<file path="src/rtl/pms_pkg.sv">
package pms_pkg;

    typedef enum logic [1:0] {
        MODE_RUN   = 2'b00,
        MODE_BROWN = 2'b01,
        MODE_SLEEP = 2'b10,
        MODE_HOLD  = 2'b11
    } pm_mode_e;

    typedef struct packed {
        pm_mode_e mode;
        logic     boot;
    } fsm_state_t;

    typedef struct packed {
        logic afe_ce_en;
        logic cpu_en;
        logic cpu_clk_xtal;
        logic cpu_rst;
        logic regs_dflt;
    } dom_ctrl_t;

endpackage

</file>
<file path="src/rtl/pms_sync.sv">
module pms_sync #(
    parameter int WIDTH  = 3,
    parameter int STAGES = 2
) (
    input  logic             clk_i,
    input  logic             rst_i,
    input  logic [WIDTH-1:0] din_i,
    output logic [WIDTH-1:0] dout_o
);
    logic [STAGES-1:0][WIDTH-1:0] pipe_d, pipe_q;

    always_comb begin
        pipe_d[0] = din_i;
        for (int s = 1; s < STAGES; s++) begin
            pipe_d[s] = pipe_q[s-1];
        end
    end

    always_ff @(posedge clk_i or posedge rst_i) begin
        if (rst_i) pipe_q <= '0;
        else       pipe_q <= pipe_d;
    end

    assign dout_o = pipe_q[STAGES-1];
endmodule

</file>
<file path="src/rtl/pms_rst_timer.sv">
module pms_rst_timer #(
    parameter int LIMIT = 4096
) (
    input  logic clk_i,
    input  logic rst_i,
    input  logic run_i,
    output logic done_o
);
    localparam int CNT_W = (LIMIT > 2) ? $clog2(LIMIT) : 1;
    localparam logic [CNT_W-1:0] LAST = CNT_W'(LIMIT - 1);

    logic [CNT_W-1:0] cnt_d, cnt_q;

    assign done_o = (cnt_q == LAST);

    always_comb begin
        cnt_d = cnt_q;
        if (!run_i)       cnt_d = '0;
        else if (!done_o) cnt_d = cnt_q + 1'b1;
    end

    always_ff @(posedge clk_i or posedge rst_i) begin
        if (rst_i) cnt_q <= '0;
        else       cnt_q <= cnt_d;
    end

    // each edge in the hold window advances the count by one
    p_count_step_r2: assert property (@(posedge clk_i) disable iff (rst_i)
        (run_i && !done_o) |=> (cnt_q == $past(cnt_q) + 1'b1));
endmodule

</file>
<file path="src/rtl/pms_mode_fsm.sv">
module pms_mode_fsm
    import pms_pkg::*;
(
    input  logic     clk_i,
    input  logic     rst_i,
    input  logic     supply_s_i,
    input  logic     batt_s_i,
    input  logic     lock_s_i,
    input  logic     rtc_wake_i,
    input  logic     sw_sleep_i,
    input  logic     hold_done_i,
    output pm_mode_e mode_o,
    output logic     boot_o
);
    fsm_state_t st_d, st_q;
    logic       power_back;

    assign power_back = supply_s_i && lock_s_i;

    always_comb begin
        st_d      = st_q;
        st_d.boot = 1'b0;
        unique case (st_q.mode)
            MODE_RUN: begin
                if (!supply_s_i) st_d.mode = batt_s_i ? MODE_BROWN : MODE_HOLD;
            end
            MODE_BROWN: begin
                if (power_back)                  st_d.mode = MODE_RUN;
                else if (!batt_s_i || sw_sleep_i) st_d.mode = MODE_SLEEP;
            end
            MODE_SLEEP: begin
                if (power_back)                   st_d.mode = MODE_RUN;
                else if (rtc_wake_i && batt_s_i)  st_d.mode = MODE_BROWN;
            end
            MODE_HOLD: begin
                if (hold_done_i) begin
                    if (power_back) begin
                        st_d.mode = MODE_RUN;
                        st_d.boot = 1'b1;
                    end else if (!supply_s_i && batt_s_i) begin
                        st_d.mode = MODE_BROWN;
                        st_d.boot = 1'b1;
                    end
                end
            end
            default: st_d.mode = MODE_HOLD;
        endcase
    end

    always_ff @(posedge clk_i or posedge rst_i) begin
        if (rst_i) begin
            st_q.mode <= MODE_HOLD;
            st_q.boot <= 1'b0;
        end else begin
            st_q <= st_d;
        end
    end

    assign mode_o = st_q.mode;
    assign boot_o = st_q.boot;

    p_brown_entry_r4: assert property (@(posedge clk_i) disable iff (rst_i)
        (st_q.mode == MODE_RUN && !supply_s_i && batt_s_i) |=> (st_q.mode == MODE_BROWN));
    p_hold_entry_r5: assert property (@(posedge clk_i) disable iff (rst_i)
        (st_q.mode == MODE_RUN && !supply_s_i && !batt_s_i) |=> (st_q.mode == MODE_HOLD));
    p_lock_gate_r8: assert property (@(posedge clk_i) disable iff (rst_i)
        (st_q.mode != MODE_RUN && !lock_s_i) |=> (st_q.mode != MODE_RUN));
    p_sleep_stay_r7: assert property (@(posedge clk_i) disable iff (rst_i)
        (st_q.mode == MODE_SLEEP && !supply_s_i && !rtc_wake_i) |=> (st_q.mode == MODE_SLEEP));
    p_boot_pulse_r3: assert property (@(posedge clk_i) disable iff (rst_i)
        st_q.boot |=> !st_q.boot);
endmodule

</file>
<file path="src/rtl/pms_dom_decode.sv">
module pms_dom_decode
    import pms_pkg::*;
(
    input  pm_mode_e  mode_i,
    output dom_ctrl_t ctrl_o
);
    always_comb begin
        ctrl_o = '{afe_ce_en: 1'b0, cpu_en: 1'b0, cpu_clk_xtal: 1'b1,
                   cpu_rst: 1'b0, regs_dflt: 1'b0};
        unique case (mode_i)
            MODE_RUN: begin
                ctrl_o.afe_ce_en    = 1'b1;
                ctrl_o.cpu_en       = 1'b1;
                ctrl_o.cpu_clk_xtal = 1'b0;
            end
            MODE_BROWN: ctrl_o.cpu_en = 1'b1;
            MODE_SLEEP: ;
            MODE_HOLD: begin
                ctrl_o.cpu_rst   = 1'b1;
                ctrl_o.regs_dflt = 1'b1;
            end
            default: ctrl_o.cpu_rst = 1'b1;
        endcase
    end
endmodule

</file>
<file path="src/rtl/pwr_mode_seq.sv">
module pwr_mode_seq
    import pms_pkg::*;
#(
    parameter int          HOLD_CYCLES = 4096,
    parameter int          SYNC_STAGES = 2,
    parameter int          ADDR_W      = 16,
    parameter logic [15:0] BOOT_ADDR   = 16'h0000
) (
    input  logic              clk_xtal_i,
    input  logic              rst_pin_i,
    input  logic              supply_ok_i,
    input  logic              batt_ok_i,
    input  logic              pll_lock_i,
    input  logic              rtc_wake_i,
    input  logic              sw_sleep_i,
    output logic [1:0]        mode_o,
    output logic              afe_ce_en_o,
    output logic              cpu_en_o,
    output logic              cpu_clk_xtal_o,
    output logic              cpu_rst_o,
    output logic              regs_dflt_o,
    output logic              boot_vld_o,
    output logic [ADDR_W-1:0] boot_addr_o
);
    localparam int NFLAG = 3;

    logic [NFLAG-1:0] flags_raw, flags_s;
    logic             hold_done;
    pm_mode_e         mode;
    dom_ctrl_t        ctrl;

    assign flags_raw = {pll_lock_i, batt_ok_i, supply_ok_i};

    pms_sync #(.WIDTH(NFLAG), .STAGES(SYNC_STAGES)) u_sync (
        .clk_i (clk_xtal_i),
        .rst_i (rst_pin_i),
        .din_i (flags_raw),
        .dout_o(flags_s)
    );

    pms_rst_timer #(.LIMIT(HOLD_CYCLES)) u_timer (
        .clk_i (clk_xtal_i),
        .rst_i (rst_pin_i),
        .run_i (mode == MODE_HOLD),
        .done_o(hold_done)
    );

    pms_mode_fsm u_fsm (
        .clk_i      (clk_xtal_i),
        .rst_i      (rst_pin_i),
        .supply_s_i (flags_s[0]),
        .batt_s_i   (flags_s[1]),
        .lock_s_i   (flags_s[2]),
        .rtc_wake_i (rtc_wake_i),
        .sw_sleep_i (sw_sleep_i),
        .hold_done_i(hold_done),
        .mode_o     (mode),
        .boot_o     (boot_vld_o)
    );

    pms_dom_decode u_dec (
        .mode_i(mode),
        .ctrl_o(ctrl)
    );

    assign mode_o         = mode;
    assign afe_ce_en_o    = ctrl.afe_ce_en;
    assign cpu_en_o       = ctrl.cpu_en;
    assign cpu_clk_xtal_o = ctrl.cpu_clk_xtal;
    assign cpu_rst_o      = ctrl.cpu_rst;
    assign regs_dflt_o    = ctrl.regs_dflt;
    assign boot_addr_o    = ADDR_W'(BOOT_ADDR);

    // the processor never runs while held in reset
    p_rst_excl_r1: assert property (@(posedge clk_xtal_i) disable iff (rst_pin_i)
        $fell(cpu_rst_o) |-> $past(hold_done));
endmodule

</file>
<file path="config.mk">
export PLATFORM = sky130hd
export DESIGN_NAME = pwr_mode_seq
export DESIGN_NICKNAME = d
export VERILOG_FILES = /design/src/rtl/pms_pkg.sv /design/src/rtl/pms_sync.sv /design/src/rtl/pms_rst_timer.sv /design/src/rtl/pms_mode_fsm.sv /design/src/rtl/pms_dom_decode.sv /design/src/rtl/pwr_mode_seq.sv
export SDC_FILE = /design/constraint.sdc
export NUM_CORES = 1
export LEC_CHECK = 0
export BUFFER_PORTS_ARGS = -buffer_cell sky130_fd_sc_hd__buf_4
export CAP_MARGIN = 30
export CORE_ASPECT_RATIO = 0.7
export CORE_UTILIZATION = 51
export DETAILED_ROUTE_END_ITERATION = 8
export GPL_TIMING_DRIVEN = 0
export PLACE_DENSITY = 0.88
export REMOVE_ABC_BUFFERS = 1
export SYNTH_ARGS = -nofsm -noshare
export SYNTH_HDL_FRONTEND = slang
export SYNTH_HIERARCHICAL = 1
export SYNTH_SLANG_ARGS = --single-unit
</file>
<file path="constraint.sdc">
create_clock -name clk_xtal_i -period 2.6 [get_ports clk_xtal_i]
set_input_delay 0.39 -clock clk_xtal_i [delete_from_list [all_inputs] [get_ports clk_xtal_i]]
set_output_delay 0.39 -clock clk_xtal_i [all_outputs]
set_load 0.05 [all_outputs]
</file>
Word level (Yosys, flattened, before mapping)
Cells that the tools add are included.

word-level totals
  register bits = 21
  bits in latches = 0
  bits in writable memories = 0
  memory bits (read-only) = 0
  bits of input ports = 7
  output and inout port bits = 24
  logic and storage cells = 42
  memories = 0

cells by class
  add/subtract/negate cells = 1
  multiply operators = 0
  divide/modulo/power cells = 0
  magnitude comparators = 0
  equality and inequality tests = 10
  shifts and indexed selects = 0
  mux-type cells = 17
  bitwise logic cells = 0
  reductions and logical operators = 9

operator list
  operator               number
  $mux 12                2
  $mux 2                 7
  $add 12x1->12 const B  1
  $eq 12x12->1 const B   1
  $mux 3                 3
  $pmux 2 s4             1
  $ne 2x2->1 const B     3
  $ne 3x1->1 const B     2
  $reduce_and 5->1       1
  $eq 2x2->1 const B     2
  $mux 1                 4
  $logic_and 1x1->1      3
  $ne 3x3->1 const B     1
  $eq 2x1->1 const B     1
  $logic_not 1->1        2
  $logic_not 2->1        1
  $reduce_or 2->1        1
  $logic_or 1x1->1       1

Logic depth before layout (Yosys ltp)
Gate-level depths: netlist of the first run.

  depth in word-level cells = 6
  mapped depth = 7
  depth with buffers taken out = 7

Cells and area by module
Netlist of the first run, hierarchy kept.

by module, submodules not included
  module          times used  cells each  area each (sq um)  sequential area each (sq um)
  pms_rst_timer   1           63          634.4              300.3
  pms_mode_fsm    1           27          254.0              77.6
  pms_sync        1           7           153.9              150.1
  pwr_mode_seq    1           18          130.1              0.0
  pms_dom_decode  1           5           28.8               0.0

Least setup slack after synthesis of the first run
Ideal clock, no wire load.

  kind = register to register
  start = register u_timer.cnt_q[0]
  end = register u_fsm/mode_o[1] (netlist name)
  setup time = 82 ps
  data arrival time = 1790 ps
  data required time = 2518 ps
  slack = 727 ps
  stages on the path, launching flop included = 7
  path buffers = 0
  clock period less this slack = 1873 ps
  cell sequence = dfrtp_1 -> ha_1 -> nand4_2 -> nor3_4 -> o2bb2ai_1 -> a311oi_2 -> mux2_4

on the way
  cells in the longest elaborated chain, start to end = 3

RTL lines
  element                     RTL line             source
  start: declaration          pms_rst_timer.sv:12  logic [CNT_W-1:0] cnt_d, cnt_q;
  start signal: assignment    pms_rst_timer.sv:24  else cnt_q <= cnt_d;
  $eq 12x12->1                pms_rst_timer.sv:14  assign done_o = (cnt_q == LAST);
  via hold_done               pwr_mode_seq.sv:28   logic hold_done;
  $ne 2x2->1 (no line)        -
  $reduce_and 5->1 (no line)  -

The timed path passes the listed nets, and every way through them passes these cells.
A chain may end at the register's enable or synchronous reset.

Worst setup path after layout of the first run
  start = register u_timer.cnt_q[0]
  end = register u_fsm/mode_o[1] (netlist name)

on the way
  cells in the longest elaborated chain, start to end = 3

RTL lines
  element                     RTL line
  $eq 12x12->1                pms_rst_timer.sv:14
  via hold_done               pwr_mode_seq.sv:28
  $ne 2x2->1 (no line)        -
  $reduce_and 5->1 (no line)  -

The timed path passes the listed nets, and every way through them passes these cells.

==> impl_metrics.env, run 1 <==
export IMPL_status="finished clean"
export IMPL_cts_sinks=21
export IMPL_synth_xor_area_frac=0.007292
export IMPL_rsz0062_at_grt="false"
export IMPL_routed_wl_mm=2.238
export IMPL_synth_area_mm2=0.001201
export IMPL_muxShareOfSynthArea=0.02917
export IMPL_grt_remaining_overflow=0
export IMPL_fillers=173
export IMPL_core_rowCount=14
export IMPL_max_cap_violations=0
export IMPL_r2r_end="u_fsm/mode_o[1]$_DFFE_PP1P_"
export IMPL_drtAntennaViolNets=0
export IMPL_cts_resized_gates=0
export IMPL_ys_flop_type="dfrtp_1"
export IMPL_hold_viol_final=0
export IMPL_grt_pass1_vias=873
export IMPL_hp_class="in -> reg"
export IMPL_root_buffer="clkbuf_4"
export IMPL_drc=0
export IMPL_path_clk_slew_ns=0.11
export IMPL_yosys_area_share_simple=0.2344
export IMPL_leakage_nw=0.6350
export IMPL_dp_hpwl_mm=1.604
export IMPL_ys_ff_latch=21
export IMPL_drive_gt1_frac=0.2239
export IMPL_synthTopCellsByArea="dfrtp_1 40%, buf_4 11%, dfstp_2 4.4%, nand3_1 3.3%, a31oi_1 2.6%"
export IMPL_final_common_cell="dfrtp_1"
export IMPL_diodes=0
export IMPL_regArea_um2=528.0
export IMPL_min_to="u_sync/pipe_d[4]$_DFF_PP0_"
export IMPL_timing_final_crit_share=0.8157
export IMPL_synthToLayoutAreaGrowth_pct=7.812
export IMPL_synth_top_area_frac=0.3958
export IMPL_end_kind="register"
export IMPL_start_util=0.5486
export IMPL_cts_tree="done"
export IMPL_placed_cell_area_mm2=0.001259
export IMPL_cts_buffers=3
export IMPL_ir_drop_mv=0.4454
export IMPL_core_area_mm2=0.002190
export IMPL_num_nets_final=143
export IMPL_worstReg2RegStart="u_timer/cnt_q[0]$_DFFE_PP0P_"
export IMPL_grt_max_degree=16
export IMPL_drtIter0Drc=47
export IMPL_rr_worst_depth=6
export IMPL_synth_fa_ha_area_frac=0.01042
export IMPL_max_freq_mhz=471.5
export IMPL_fin_crit_ns=2.121
export IMPL_worstPathMaxFanout=10
export IMPL_cp_arrival_ns=2.36
export IMPL_async_reset_ff_frac=1.000
export IMPL_synth_area_leader_cell="dfrtp_1"
export IMPL_clock_latency_ns=0.30
export IMPL_die_x_um=60.01
export IMPL_seq_area_frac_synth=0.4396
export IMPL_yosys_cell_types_count=44
export IMPL_synth_edff_count=0
export IMPL_holdPathStages=1
export IMPL_htree_levels=1
export IMPL_r2r_setup_slack_ns=0.48
export IMPL_pin_count=31
export IMPL_worstHoldStart="batt_ok_i"
export IMPL_grt_usage=0.2166
export IMPL_postCtsSetupRepairBufs=0
export IMPL_place_congestion=0.8908
export IMPL_vias=922
export IMPL_portBuffers=14
export IMPL_postCtsHoldBufs=1
export IMPL_synth_top_family_by_area="simple AND/OR/NAND/NOR gates"
export IMPL_multiInputGateArea_um2=563.0
export IMPL_syn_inst=120
export IMPL_path_class="reg -> reg"
export IMPL_most_common_layout_cells="19 x dfrtp_1, 16 x conb_1, 14 x buf_4"
export IMPL_ys_warnings_count=6
export IMPL_powerDensity_mw_per_mm2=906.1
export IMPL_setup_worst_path_start_class="register"
export IMPL_slew_viol_final=0
export IMPL_grt_pass1_wl_mm=3.967
export IMPL_antenna_found_initial=0
export IMPL_wl_per_cell_um=13.48
export IMPL_final_area_mm2=0.001295
export IMPL_die_height_um=42.61
export IMPL_synth_compound_gate_area_share=0.1375
export IMPL_fin_skew_ns=0.003542
export IMPL_setup_tns_final_ns=0
export IMPL_cts_buffer_depth=2
export IMPL_syn_area_per_cell_um2=10.01
export IMPL_dr_pass1_iters=4
export IMPL_viasPerCell=5.554
export IMPL_startpoint="u_timer/cnt_q[0]$_DFFE_PP0P_"
export IMPL_dieArea_mm2=0.002557
export IMPL_setup_viol=0
export IMPL_worstPathRequired_ns=2.84
## metal layers
metal	wire length [um]	vias up	global-route usage
met5	0	-	0
met1	957	441	0.2857
met4	39	0	0.1070
met2	1083	58	0.3222
li1	-	419	-
met3	157	4	0.06481
## synthesized netlist by cell type, types with 3 or more instances
cell type / number
buf_4: 18
inv_1: 6
o21ai_0: 6
nand2_1: 6
and3_1: 3
nor2_1: 6
nand3_1: 8
dfrtp_1: 19
a31oi_1: 5
a21oi_1: 3
## worst max-delay path, cell delays in order, from the launching register on
cell	delay, ns
dfrtp_1	0.40
ha_1	0.25
nand4_2	0.21
nor3_4	0.43
o2bb2ai_1	0.14
a311oi_2	0.31
mux2_4	0.33
## worst max path at each step
stage / cells past startpoint / to
4_1_cts: 6 / u_fsm/mode_o[1]$_DFFE_PP1P_
5_1_grt: 6 / u_fsm/mode_o[1]$_DFFE_PP1P_
2_1_floorplan: 6 / u_fsm/mode_o[1]$_DFFE_PP1P_
6_report: 6 / u_fsm/mode_o[1]$_DFFE_PP1P_
3_3_place_gp: 6 / u_fsm/mode_o[1]$_DFFE_PP1P_
3_5_place_dp: 6 / u_fsm/mode_o[1]$_DFFE_PP1P_
## stage by stage
step                      worst slack, ns  total power [mW]    util  cells  hold WS (ns)
after CTS                          0.5272             1.180  0.5914    166        0.1768
after floorplan                    0.7275            0.8793       -    115        0.1422
after global routing               0.3310             1.244  0.5914    166        0.1532
final                              0.4792             1.173  0.5914    166        0.1895
after global placement             0.5839             1.003  0.5749    161        0.2854
after detailed placement           0.5456             1.023  0.5749    161        0.2960
## logic make-up after synthesis
family          count (synthesis)
compound gates                 24
other cells                     1
flops                          21
mux                             3
xor+xnor                        1
simple gates                   43
buf+inv                        26
fa+ha+maj                       1
## where the power goes
group / total (mW) / internal, mW / switching (mW)
registers: 0.445 / 0.374 / 0.0712
logic: 0.577 / 0.190 / 0.387
clock network: 0.152 / 0.0598 / 0.0918
total: 1.17 / 0.624 / 0.550
## flip-flops by register name, indices dropped and copies added (netlist names)
signal         count
u_sync/pipe_d      3
u_fsm/boot_o       1
u_timer/cnt_q     12
u_fsm/mode_o       2
u_sync/dout_o      3
## layout make-up
class                   count  share of cell area
multi-input cells          88              0.4348
flip-flops and latches     21              0.4077
repair buffers             15             0.08889
well taps                  32             0.03092
clock buffers               4             0.02029
inverters                   6             0.01739
(Power assumes the default switching activity.)
==> run 2, diff against run 1 <==
==> constraint.sdc (replaced) <==
create_clock -name clk_xtal_i -period 2 [get_ports clk_xtal_i]
set_input_delay 0.3 -clock clk_xtal_i [delete_from_list [all_inputs] [get_ports clk_xtal_i]]
set_output_delay 0.3 -clock clk_xtal_i [all_outputs]
set_load 0.05 [all_outputs]
==> impl_metrics.env, run 2 (synthesized netlist as in run 1, its figures left out) <==
export IMPL_cts_sinks=21
export IMPL_largest_register="u_timer/cnt_q"
export IMPL_htree_levels=1
export IMPL_die_x_um=60.01
export IMPL_cp_top_family="compound AO/OA/AOI/OAI gates"
export IMPL_dr_pass1_iters=4
export IMPL_drc=0
export IMPL_drtAntennaViolNets=0
export IMPL_dieArea_mm2=0.002557
export IMPL_hold_viol_final=0
export IMPL_slew_viol_final=0
export IMPL_wl_met1_um=941
export IMPL_start_util=0.5486
export IMPL_worstPathMaxFanout=5
export IMPL_drtIter0Drc=47
export IMPL_max_cap_violations=0
export IMPL_powerDensity_mw_per_mm2=1168
export IMPL_setup_worst_path_start_class="register"
export IMPL_diodes=0
export IMPL_most_common_layout_cells="19 x dfrtp_1, 16 x conb_1, 16 x buf_4"
export IMPL_rsz0062_at_grt="false"
export IMPL_path_class="reg -> reg"
export IMPL_routed_wl_met3_um=161
export IMPL_synthToLayoutAreaGrowth_pct=10.00
export IMPL_root_buffer="clkbuf_4"
export IMPL_portBuffers=14
export IMPL_path_clk_slew_ns=0.11
export IMPL_viasPerCell=5.494
export IMPL_core_area_mm2=0.002190
export IMPL_fin_skew_ns=0.003098
export IMPL_fillers=169
export IMPL_largest_reg_flops=12
export IMPL_setup_viol=0
export IMPL_critical_path_cell_chain="ha_2 > nand4_4 > nor3_4 > o2bb2ai_1 > a311oi_2 > mux2_4"
export IMPL_cp_slowest_stage_delay_ns=0.38
export IMPL_wl_met2_mm=1.137
export IMPL_vias=923
export IMPL_drive_gt1_frac=0.2426
export IMPL_cp_num_buf_inv=0
export IMPL_top_layer_used="met4"
export IMPL_dp_hpwl_mm=1.604
export IMPL_cp_arrival_ns=2.11
export IMPL_worstHoldStart="batt_ok_i"
export IMPL_pin_count=31
export IMPL_place_congestion=0.8908
export IMPL_grt_pass1_wl_mm=4.022
export IMPL_min_to="u_sync/pipe_d[4]$_DFF_PP0_"
export IMPL_path_depth=6
export IMPL_cts_tree="done"
export IMPL_totalPowerFinal_mw=1.543
export IMPL_clock_latency_ns=0.30
export IMPL_status="finished clean"
export IMPL_leakage_nw=0.6496
export IMPL_worstReg2RegStart="u_timer/cnt_q[1]$_DFFE_PP0P_"
export IMPL_placed_cell_area_mm2=0.001259
export IMPL_fin_crit_ns=1.867
export IMPL_rr_worst_depth=6
export IMPL_routed_wl_mm=2.270
export IMPL_r2r_setup_slack_ns=0.13
export IMPL_r2r_end="u_fsm/mode_o[1]$_DFFE_PP1P_"
export IMPL_final_area_mm2=0.001321
export IMPL_antenna_found_initial=0
export IMPL_die_height_um=42.61
export IMPL_ir_drop_mv=0.5786
export IMPL_final_common_cell="dfrtp_1"
export IMPL_cpMaxStageDelayCell="dfrtp_1"
export IMPL_end_kind="register"
export IMPL_hp_class="in -> reg"
export IMPL_num_nets_final=145
export IMPL_max_freq_mhz=535.5
export IMPL_worstPathRequired_ns=2.24
export IMPL_cts_buffers=3
export IMPL_grt_remaining_overflow=0
export IMPL_grt_usage=0.2199
export IMPL_grt_pass1_vias=891
export IMPL_cts_buffer_depth=2
export IMPL_grt_max_degree=16
export IMPL_wl_per_cell_um=13.51
export IMPL_holdPathStages=1
export IMPL_timing_final_crit_share=0.9337
export IMPL_core_rowCount=14
-- run 2: power by group --
| part | switching, mW | leakage [nW] | internal (mW) |
|---|---|---|---|
| combinational | 0.511 | 0.363 | 0.261 |
| clock | 0.119 | 0.0150 | 0.0778 |
| sequential | 0.0881 | 0.272 | 0.486 |
-- run 2: final cells by class --
cell class | count | area (um^2) | area share
Clock buffer | 4 | 26.28 | 0.01989
Inverter | 6 | 22.52 | 0.01705
Multi-Input combinational cell | 88 | 574.3 | 0.4347
Sequential cell | 21 | 528.0 | 0.3996
Tap cell | 32 | 40.04 | 0.03030
Timing Repair Buffer | 17 | 130.1 | 0.09848
-- run 2: routing by layer --
metal,vias to the layer above,GRT usage
li1,422,-
met1,447,0.2877
met2,52,0.3289
met3,2,0.06481
met4,0,0.1116
met5,-,0
-- run 2: timing repair --
item / in CTS / in global routing
hold buffers: 1 / 0
resized for setup: 0 / 2
endpoints found under the hold margin: 7 / 0
gates cloned: 0 / 0
setup buffers: 1 / 1
setup endpoints to repair: 2 / 1
pin swaps: 1 / 1
-- run 2: metrics by stage --
stage               worst slack [ns]  instances   TNS, ns  hold WS, ns  utilization
global placement            -0.01614        161  -0.01614       0.1954       0.5749
detailed placement          -0.05443        161  -0.07330       0.2060       0.5749
finish                        0.1326        168         0      0.09870       0.6034
global route                 0.02578        168         0      0.06316       0.6034
floorplan                     0.1275        115         0      0.05219            -
CTS                           0.1306        167         0      0.08683       0.5949
-- run 2: worst reg2reg max path: cells and delay by family, from the launching register on --
family / cells / cell delay [ns]
AO/OA/AOI/OAI: 2 / 0.45
multiplexers: 1 / 0.33
flip-flops: 1 / 0.38
adder cells (fa/ha/maj): 1 / 0.24
AND/OR/NAND/NOR: 2 / 0.41
-- run 2: worst max path at each step --
stage | start | end | slack (ns)
6_report | u_timer/cnt_q[1]$_DFFE_PP0P_ | u_fsm/mode_o[1]$_DFFE_PP1P_ | 0.13
5_1_grt | u_timer/cnt_q[1]$_DFFE_PP0P_ | u_fsm/mode_o[1]$_DFFE_PP1P_ | 0.03
4_1_cts | u_timer/cnt_q[0]$_DFFE_PP0P_ | u_fsm/mode_o[1]$_DFFE_PP1P_ | 0.13
3_5_place_dp | u_timer/cnt_q[0]$_DFFE_PP0P_ | u_fsm/mode_o[1]$_DFFE_PP1P_ | -0.05
3_3_place_gp | u_timer/cnt_q[0]$_DFFE_PP0P_ | u_fsm/mode_o[1]$_DFFE_PP1P_ | -0.02
2_1_floorplan | u_timer/cnt_q[0]$_DFFE_PP0P_ | u_fsm/mode_o[1]$_DFFE_PP1P_ | 0.13
